File: config.mk
export PLATFORM = sky130hd
export DESIGN_NAME = cpi_tracker
export DESIGN_NICKNAME = d
export VERILOG_FILES = /design/src/rtl/cpi_pkg.sv /design/src/rtl/cpi_chan_slot.sv /design/src/rtl/cpi_mask_reg.sv /design/src/rtl/cpi_irq_gate.sv /design/src/rtl/cpi_tracker.sv
export SDC_FILE = /design/constraint.sdc
export NUM_CORES = 1
export LEC_CHECK = 0
export ABC_CLOCK_PERIOD_IN_PS = 1600
export BUFFER_PORTS_ARGS = -buffer_cell sky130_fd_sc_hd__buf_2
export CAP_MARGIN = 20
export CORE_AREA = 3 3 175 177
export DETAILED_ROUTE_END_ITERATION = 7
export DIE_AREA = 0 0 178 180
export GPL_TIMING_DRIVEN = 0
export HOLD_SLACK_MARGIN = 0.1
export PLACE_DENSITY = 0.78
export SLEW_MARGIN = 5
export SYNTH_ARGS = -nofsm -noshare
export SYNTH_HDL_FRONTEND = slang
export SYNTH_SLANG_ARGS = --single-unit
File: constraint.sdc
create_clock -name clk -period 1.6 [get_ports clk]
set_input_delay 0.24 -clock clk [delete_from_list [all_inputs] [get_ports clk]]
set_output_delay 0.24 -clock clk [all_outputs]
set_load 0.1 [all_outputs]
File: src/rtl/cpi_pkg.sv
package cpi_pkg;
   // Operation applied to one channel slot in a given cycle.
   typedef enum logic [1:0] {
      SLOT_IDLE = 2'd0,
      SLOT_DMA  = 2'd1,
      SLOT_ACK  = 2'd2
   } slot_op_e;
endpackage

File: src/rtl/cpi_chan_slot.sv
module cpi_chan_slot
   import cpi_pkg::*;
#(
   parameter int PTR_W = 32,
   parameter int CH_W  = 3,
   parameter int IDX   = 0
) (
   input  logic             clk,
   input  logic             rst_n,
   input  logic             dma_en,
   input  logic [CH_W-1:0]  dma_ch,
   input  logic [PTR_W-1:0] dma_ptr,
   input  logic             ack_en,
   input  logic [CH_W-1:0]  ack_ch,
   input  logic [PTR_W-1:0] ack_ptr,
   input  logic             enable,
   output logic [PTR_W-1:0] ptr_q,
   output logic             pend_q
);
   localparam logic [CH_W-1:0] MY_CH = CH_W'(IDX);

   logic     dma_hit;
   logic     ack_hit;
   slot_op_e op;

   assign dma_hit = dma_en && (dma_ch == MY_CH);
   assign ack_hit = ack_en && (ack_ch == MY_CH);

   // DMA write has priority over a same-cycle acknowledge.
   always_comb begin
      if (dma_hit)      op = SLOT_DMA;
      else if (ack_hit) op = SLOT_ACK;
      else              op = SLOT_IDLE;
   end

   always_ff @(posedge clk) begin
      if (!rst_n) begin
         ptr_q  <= '0;
         pend_q <= 1'b0;
      end else begin
         case (op)
            SLOT_DMA: begin
               ptr_q <= dma_ptr;
               if (enable) pend_q <= 1'b1;
            end
            SLOT_ACK: begin
               if (ack_ptr == ptr_q) pend_q <= 1'b0;
            end
            default: ;
         endcase
      end
   end

   p_dma_store_r2: assert property (@(posedge clk) disable iff (!rst_n)
      dma_hit |=> ptr_q == $past(dma_ptr));
   p_raise_r3: assert property (@(posedge clk) disable iff (!rst_n)
      dma_hit && enable |=> pend_q);
   p_masked_quiet_r4: assert property (@(posedge clk) disable iff (!rst_n)
      dma_hit && !enable && !pend_q |=> !pend_q);
   p_ack_keeps_ptr_r5: assert property (@(posedge clk) disable iff (!rst_n)
      ack_hit && !dma_hit |=> $stable(ptr_q));
   p_ack_match_r5: assert property (@(posedge clk) disable iff (!rst_n)
      ack_hit && !dma_hit && (ack_ptr == ptr_q) |=> !pend_q);
   p_ack_miss_r6: assert property (@(posedge clk) disable iff (!rst_n)
      ack_hit && !dma_hit && (ack_ptr != ptr_q) && pend_q |=> pend_q);
   p_collide_r7: assert property (@(posedge clk) disable iff (!rst_n)
      dma_hit && ack_hit && pend_q |=> pend_q);
endmodule

File: src/rtl/cpi_mask_reg.sv
module cpi_mask_reg #(
   parameter int NUM_CH    = 8,
   parameter bit CLR_WINS  = 1'b1
) (
   input  logic              clk,
   input  logic              rst_n,
   input  logic              set_en,
   input  logic [NUM_CH-1:0] set_bits,
   input  logic              clr_en,
   input  logic [NUM_CH-1:0] clr_bits,
   output logic [NUM_CH-1:0] mask_q
);
   logic [NUM_CH-1:0] set_v;
   logic [NUM_CH-1:0] clr_v;
   logic [NUM_CH-1:0] mask_d;

   assign set_v = set_en ? set_bits : '0;
   assign clr_v = clr_en ? clr_bits : '0;

   generate
      if (CLR_WINS) begin : g_clr_wins
         assign mask_d = (mask_q | set_v) & ~clr_v;
         p_clr_wins_r8: assert property (@(posedge clk) disable iff (!rst_n)
            clr_en |=> (mask_q & $past(clr_bits)) == '0);
      end else begin : g_set_wins
         assign mask_d = (mask_q & ~clr_v) | set_v;
         p_set_wins_r8: assert property (@(posedge clk) disable iff (!rst_n)
            set_en |=> (mask_q & $past(set_bits)) == $past(set_bits));
      end
   endgenerate

   always_ff @(posedge clk) begin
      if (!rst_n) mask_q <= '0;
      else        mask_q <= mask_d;
   end

   p_set_alone_r8: assert property (@(posedge clk) disable iff (!rst_n)
      set_en && !clr_en |=> (mask_q & $past(set_bits)) == $past(set_bits));
   p_quiet_r8: assert property (@(posedge clk) disable iff (!rst_n)
      !set_en && !clr_en |=> $stable(mask_q));
endmodule

File: src/rtl/cpi_irq_gate.sv
module cpi_irq_gate #(
   parameter int                NUM_CH  = 8,
   parameter int                KEY_W   = 8,
   parameter logic [KEY_W-1:0]  EOI_KEY = 8'h01
) (
   input  logic              clk,
   input  logic              rst_n,
   input  logic [NUM_CH-1:0] pend,
   input  logic [NUM_CH-1:0] enable,
   input  logic              eoi_en,
   input  logic [KEY_W-1:0]  eoi_key,
   output logic              irq
);
   logic armed_q;
   logic irq_prev_q;
   logic any_live;
   logic key_ok;

   assign any_live = |(pend & enable);
   assign irq      = armed_q & any_live;
   assign key_ok   = eoi_en && (eoi_key == EOI_KEY);

   always_ff @(posedge clk) begin
      if (!rst_n) begin
         armed_q    <= 1'b1;
         irq_prev_q <= 1'b0;
      end else begin
         irq_prev_q <= irq;
         if (key_ok)                armed_q <= 1'b1;
         else if (irq_prev_q && !irq) armed_q <= 1'b0;
      end
   end

   p_stay_closed_r10: assert property (@(posedge clk) disable iff (!rst_n)
      !armed_q && !key_ok |=> !irq);
   p_rearm_r11: assert property (@(posedge clk) disable iff (!rst_n)
      key_ok |=> armed_q);
   p_fall_closes_r10: assert property (@(posedge clk) disable iff (!rst_n)
      irq_prev_q && !irq && !key_ok |=> !irq);
endmodule

File: src/rtl/cpi_tracker.sv
module cpi_tracker #(
   parameter int               NUM_CH   = 8,
   parameter int               PTR_W    = 32,
   parameter int               KEY_W    = 8,
   parameter logic [KEY_W-1:0] EOI_KEY  = 8'h01,
   parameter bit               CLR_WINS = 1'b1,
   localparam int              CH_W     = $clog2(NUM_CH)
) (
   input  logic              clk,
   input  logic              rst_n,
   input  logic              dma_wr_en,
   input  logic [CH_W-1:0]   dma_wr_ch,
   input  logic [PTR_W-1:0]  dma_wr_ptr,
   input  logic              ack_wr_en,
   input  logic [CH_W-1:0]   ack_wr_ch,
   input  logic [PTR_W-1:0]  ack_wr_ptr,
   input  logic [CH_W-1:0]   rd_ch,
   output logic [PTR_W-1:0]  rd_ptr,
   input  logic              mask_set_en,
   input  logic [NUM_CH-1:0] mask_set_bits,
   input  logic              mask_clr_en,
   input  logic [NUM_CH-1:0] mask_clr_bits,
   input  logic              eoi_wr_en,
   input  logic [KEY_W-1:0]  eoi_key,
   output logic [NUM_CH-1:0] pend_raw,
   output logic [NUM_CH-1:0] mask_bits,
   output logic              irq
);
   initial begin
      chk_ch_lo:  assert (NUM_CH >= 2)  else $fatal(1, "NUM_CH must be at least 2");
      chk_ch_hi:  assert (NUM_CH <= 64) else $fatal(1, "NUM_CH must be at most 64");
      chk_ptr_w:  assert (PTR_W >= 1 && PTR_W <= 64) else $fatal(1, "PTR_W out of range");
      chk_key_w:  assert (KEY_W >= 1 && KEY_W <= 32) else $fatal(1, "KEY_W out of range");
   end

   logic [PTR_W-1:0] ptr_arr [NUM_CH];

   cpi_mask_reg #(
      .NUM_CH   (NUM_CH),
      .CLR_WINS (CLR_WINS)
   ) u_mask (
      .clk      (clk),
      .rst_n    (rst_n),
      .set_en   (mask_set_en),
      .set_bits (mask_set_bits),
      .clr_en   (mask_clr_en),
      .clr_bits (mask_clr_bits),
      .mask_q   (mask_bits)
   );

   generate
      for (genvar i = 0; i < NUM_CH; i++) begin : g_slot
         cpi_chan_slot #(
            .PTR_W (PTR_W),
            .CH_W  (CH_W),
            .IDX   (i)
         ) u_slot (
            .clk     (clk),
            .rst_n   (rst_n),
            .dma_en  (dma_wr_en),
            .dma_ch  (dma_wr_ch),
            .dma_ptr (dma_wr_ptr),
            .ack_en  (ack_wr_en),
            .ack_ch  (ack_wr_ch),
            .ack_ptr (ack_wr_ptr),
            .enable  (mask_bits[i]),
            .ptr_q   (ptr_arr[i]),
            .pend_q  (pend_raw[i])
         );
      end
   endgenerate

   always_comb begin
      rd_ptr = '0;
      for (int i = 0; i < NUM_CH; i++) begin
         if (rd_ch == CH_W'(i)) rd_ptr = ptr_arr[i];
      end
   end

   cpi_irq_gate #(
      .NUM_CH  (NUM_CH),
      .KEY_W   (KEY_W),
      .EOI_KEY (EOI_KEY)
   ) u_gate (
      .clk     (clk),
      .rst_n   (rst_n),
      .pend    (pend_raw),
      .enable  (mask_bits),
      .eoi_en  (eoi_wr_en),
      .eoi_key (eoi_key),
      .irq     (irq)
   );

   p_mask_no_pend_r8: assert property (@(posedge clk) disable iff (!rst_n)
      !dma_wr_en && !ack_wr_en |=> $stable(pend_raw));
   p_irq_needs_live_r9: assert property (@(posedge clk) disable iff (!rst_n)
      irq |-> (pend_raw & mask_bits) != '0);
endmodule

### Word-level counts from Yosys, hierarchy flattened

Cells that the tools add are included.

| word-level totals | value |
|---|---|
| register bits | 274 |
| output and inout port bits | 49 |
| word-level logic and storage cells | 177 |

| cells by class | value |
|---|---|
| equal/unequal tests | 62 |
| multiplexer cells | 50 |
| bitwise logic cells | 6 |
| reductions and logical operators | 40 |

Operators by type and width:

| kind | number |
|---|---|
| == test 32 bit | 8 |
| 2-to-1 mux 32 bit | 8 |
| == test 3 bit (second input constant) | 12 |
| 2-to-1 mux 2 bit | 16 |
| AND reduction 3 bit | 8 |
| == test 3 x 2 -> 1 bit (second input constant) | 6 |
| logical AND 1 bit | 18 |
| bitwise AND 8 bit | 2 |
| == test 2 x 1 -> 1 bit (second input constant) | 8 |
| == test 2 bit (second input constant) | 8 |
| 2-to-1 mux 1 bit | 16 |
| 2-to-1 mux 8 bit | 2 |
| inequality test 2 x 1 -> 1 bit (second input constant) | 8 |
| inequality test 2 bit (second input constant) | 8 |
| case mux 1 bit (2 select lines) | 8 |
| nonzero test 2 bit | 8 |
| == test 3 x 1 -> 1 bit (second input constant) | 3 |
| zero test 3 bit | 3 |
| == test 8 x 1 -> 1 bit (second input constant) | 1 |
| NOT 8 bit | 1 |
| OR 8 bit | 1 |
| OR reduction 8 bit | 1 |
| OR reduction 2 bit | 1 |
| bitwise AND 1 bit | 1 |
| 2 further kinds | 2 |

### Logic depth before layout (Yosys ltp)

| depth | value |
|---|---|
| word-level depth | 9 |
| mapped depth | 7 |

### Cells and area by module

From an unflattened synthesis, not the netlist that was laid out.

| unflattened totals | value |
|---|---|
| cells, all modules | 1927 |
| area total of the unflattened synthesis | 15889.0 um^2 |

Modules (own cells, without submodules):

| module | times used | cells an instance | area an instance (um^2) | seq. area each (um^2) |
|---|---|---|---|---|
| cpi_chan_slot (g_slot[3].u_slot ...) | 3 | 188 | 1585.3 | 660.6 |
| cpi_chan_slot (g_slot[1].u_slot ...) | 2 | 189 | 1594.0 | 660.6 |
| cpi_tracker | 1 | 378 | 2626.3 | 0.0 |
| cpi_chan_slot (g_slot[0].u_slot) | 1 | 188 | 1606.5 | 660.6 |
| cpi_chan_slot (g_slot[4].u_slot) | 1 | 190 | 1606.5 | 660.6 |
| cpi_chan_slot (g_slot[7].u_slot) | 1 | 188 | 1594.0 | 660.6 |
| cpi_mask_reg | 1 | 27 | 350.3 | 160.2 |
| cpi_irq_gate | 1 | 14 | 161.4 | 40.0 |

### Worst setup path after synthesis

No wires, ideal clock.

| timing path | value |
|---|---|
| path kind | input port to output port |
| from | in rd_ch[0] |
| to | out rd_ptr[10] |
| data arrival time | 2.630 ns |
| path slack | -1.270 ns |
| cell stages on the path | 6 |
| cells stage by stage | buf_4 -> inv_4 -> buf_2 -> nor3_1 -> a221oi_1 -> a21oi_1 |

| on the way | value |
|---|---|
| longest elaborated chain between the ends | 9 |
| elaborated cells on any way between the ends | 16 |

RTL lines:

| what | line | RTL |
|---|---|---|
| from (decl) | cpi_tracker.sv:17 | `input logic [CH_W-1:0] rd_ch,` |
| zero test 3 bit | cpi_tracker.sv:76 | `if (rd_ch == CH_W'(i)) rd_ptr = ptr_arr[i];` |
| 2-to-1 mux 32 bit (7 in a row) | cpi_tracker.sv:76 |  |
| 2-to-1 mux 32 bit * | cpi_tracker.sv:76 |  |
| to (decl) | cpi_tracker.sv:18 | `output logic [PTR_W-1:0] rd_ptr,` |

Every way passes the cells marked *; elsewhere a longest branch is shown, timed or not.

### Worst setup path after layout

| timing path | value |
|---|---|
| from | in rd_ch[1] |
| to | out rd_ptr[17] |

The elaborated chain is that of the path after synthesis.

==> results.txt <==
The largest driver fanout on the critical path came out at 10. The tool flagged a number of max-cap violations equal to 0. After detailed routing, the number of vias per cell comes to between 6 and 7. The number of register bits inferred by synthesis came out at roughly 270.

The area growth from synthesis to layout is 29.67%. The number of buffer and inverter instances along the worst setup path is 4. The clock sink count is roughly 270. The hold violation count in the final report is 0. The top-level I/O count is roughly 150.

During synthesis, Yosys emitted a total of 0 warnings. The reported leakage power came out at 7.413 nW. Walking the worst path, the cells encountered are buf_2 > buf_12 > buf_4 > mux2i_1 > nor2_1 > a21oi_1 > a21oi_1 > a221o_4 > buf_12. The headroom to the max-slew limit is roughly 27%.

Of the synthesized area, sequential elements account for a little over a third. The smallest setup slack after layout is -728.7 ps. The number of max-slew violations in the final report came out at 0. The largest individual stage delay along the critical path comes from the cell sky130_fd_sc_hd__a221o_4. The global-route congestion overflow total is 0. The number of global-route vias before repair came out at around 15000. The clock latency on the worst-skew pair is around 590 ps. The post-route antenna net violation count came out at 0.

The total global-route track usage came out at a little under half. The biggest area contributor in the post-synthesis netlist is sky130_fd_sc_hd__dfxtp_1. Before antenna repair, the detailed router went through 8 iterations. Entering global routing, the biggest net connects 15 pins. The wire-length estimate of the detail-placed layout is 56400 um.

The horizontal die dimension is between 150 and 200 um. The placeable core region came out at ~29000 sq um. The worst path arrival time came out at roughly 2100 ps. The height of the die came out at 180 um. Of the post-synthesis cell area, the dominant cell type holds about a third. The number of distinct library cell variants in the gate-level netlist after synthesis came out at 45. The global placer's final weighted congestion is roughly 1.1. In this run the clock root is driven by a sky130_fd_sc_hd__clkbuf_16. After clock tree synthesis, the clock-pin slew on the worst setup and hold paths is 60 ps. After the first detailed-routing iteration, the DRC count stood at 2601. Setup violations remaining at the end of the flow were counted as 40. The final route contains about 16000 vias. The final-layout worst hold slack came out at approximately 170 ps. The overall power consumption is around 19 mW. Setup repair after global routing could not meet its margin everywhere. In the post-synthesis netlist, the biggest area contributors are sky130_fd_sc_hd__dfxtp_1, sky130_fd_sc_hd__nand2_1, sky130_fd_sc_hd__xnor2_1. The first global-routing pass estimated between 100000 and 150000 um of wire. The worst clock skew on the final layout is about 20 ps. The post-synthesis async set-or-reset flop share is 0%. The maximum ir drop on the vdd rail came out at ~0.84 mV. Ranked by instance count, the synthesized netlist is headed by sky130_fd_sc_hd__nand2_1, sky130_fd_sc_hd__dfxtp_1, sky130_fd_sc_hd__a21boi_0, sky130_fd_sc_hd__xnor2_1, sky130_fd_sc_hd__a21oi_1.

The CTS buffer count came out at 30. The layout net count came out at 2247. For the pin with the worst max-slew slack, the measured transition is between 1000 and 1500 ps. The gate count of the mapped netlist is between 1500 and 2000.

The number of flops mapped to enable cells by yosys came out at 0. TritonCTS built the clock tree. The DRC violation count after routing came out at 0. The total of buffers placed on input and output ports came out at 84.

The most used flip-flop cell after synthesis is sky130_fd_sc_hd__dfxtp_1. The flow ran to the end, but the final reports show violations. The finished layout holds 2557 standard cells, fillers aside. For this design the ratio of total power to cell area is between 900 and 1000 nW/um^2. The library cell with the highest instance count after synthesis is sky130_fd_sc_hd__nand2_1. In this run the worst hold path is classified as primary input to flop.

The worst setup path is launched from a primary input. The share of layout cells above drive strength 1 came out at between 20% and 30%. The initial core utilization came out at 53.68%. The average routed wire per standard cell is 30.17 um. The setup path with the least slack is of type primary input to primary output. In this design, the largest share of critical-path delay is due to buffers and inverters. The worst stage delay on the critical path came out at around 370 ps. The maximum clock insertion buffer count is 3. The total routed wirelength is ~77000 um. The die area came out at ~32000 sq um. For this run, the top clock speed supported by timing is approximately 0.43 GHz. The final reports fail on setup timing.

The number of nets handed over by synthesis was 2029. In this run, placement finished with an instance count of 2399. The shortest clock period the worst path allows after layout came out at 2329 ps.

The required time of the critical path is 1360 ps. The fraction of the cycle the final worst path needs came out at 145.5%. The standard-cell row count is 63. STA classifies the critical path endpoint as a primary output.

The cell area after synthesis came out at between 15000 and 20000 sq um. The number of antenna violations at the first check in global routing is 1. After synthesis, the mean cell area works out to between 8 and 9 sq um. The count of H-tree levels built during CTS is 1.
## tightest hold or removal path, cell delays in order
cell                      delay (ps)
sky130_fd_sc_hd__buf_2           160
sky130_fd_sc_hd__or4b_1          140
sky130_fd_sc_hd__nor3_1           50
sky130_fd_sc_hd__a31oi_1         110
## path summary, 6_finish.rpt
kind	start	endpoint	slack (ps)	cells after the start
worst max-delay path	rd_ch[1]	rd_ptr[17]	-730	9
worst min-delay path	ack_wr_ch[0]	g_slot[2].u_slot.pend_q	170	4
worst max register to register	g_slot[0].u_slot.ptr_q[18]	g_slot[0].u_slot.pend_q	-230	6
worst min register to register	g_slot[0].u_slot.ptr_q[7]	g_slot[0].u_slot.ptr_q[7]	470	2
## where the power goes
part | total, mW | switching (mW) | internal [mW]
clock | 7.78 | 3.10 | 4.68
sequential | 7.15 | 0.175 | 6.97
combinational | 3.77 | 2.48 | 1.29
## layout by cell type, fill, tap and decap left out, types with 52 or more instances in the layout
cell | Yosys | final
sky130_fd_sc_hd__nand4_1 | 59 | 59
sky130_fd_sc_hd__clkbuf_1 | 69 | 52
sky130_fd_sc_hd__buf_4 | 55 | 116
sky130_fd_sc_hd__dlygate4sd3_1 | 0 | 52
sky130_fd_sc_hd__nand2_1 | 532 | 532
sky130_fd_sc_hd__a21oi_1 | 77 | 56
sky130_fd_sc_hd__dfxtp_2 | 0 | 75
sky130_fd_sc_hd__a21boi_0 | 218 | 218
sky130_fd_sc_hd__buf_2 | 70 | 100
sky130_fd_sc_hd__dfxtp_1 | 274 | 194
sky130_fd_sc_hd__xnor2_1 | 209 | 189
## stage by stage
stage          setup TNS, ps  worst slack (ps)  util, %  area (sq um)
2_1_floorplan          -6316            -222.5        -         16170
3_3_place_gp         -118150             -1186    58.10         17080
3_5_place_dp         -122500             -1199    58.10         17080
4_1_cts               -20510            -702.5    68.29         20080
5_1_grt               -22080            -723.8    69.59         20460
6_report              -21670            -728.7    69.60         20460
## layout make-up
type	count	area, sq um
multi-input cells	1447	10220
fillers	2322	8937
flip-flops and latches	274	5598
repair buffers	187	1893
plain buffers	201	1162
clock buffers	42	897.1
well taps	390	488.0
clock inverters	13	190.2
inverters	2	10.01
diodes	1	2.502
## registers in the layout, indices dropped and copies added (netlist names)
name	flops
u_mask.mask_q	8
g_slot.u_slot.pend_q	8
u_gate.armed_q	1
g_slot.u_slot.ptr_q	256
u_gate.irq_prev_q	1
## layer usage
metal  vias to the layer above  share of wire, %  global-route usage [%]
li1                       6912                 -                       -
met1                      7829                37                   60.61
met2                      1344                42                   68.66
met3                       311                13                   11.58
met4                         2               7.8                   28.59
met5                         -             0.019                       0
## cell families (layout without fill, tap and decap cells)
kind of cell | count (synthesis) | in the layout | synth area share, %
simple gates | 708 | 708 | 19.10
compound gates | 424 | 424 | 20.46
flops | 274 | 274 | 34.76
xor+xnor | 256 | 256 | 14.21
buf+inv | 204 | 445 | 6.929
mux | 59 | 59 | 4.551
other cells | 0 | 1 | 0
## repair_timing
action,in CTS,in global routing
setup buffers,41,10
hold buffers,52,0
hold endpoints to repair,265,0
setup endpoints to repair,76,80
resized for setup,299,69
pin swaps,31,24
(Power assumes the default switching activity.)
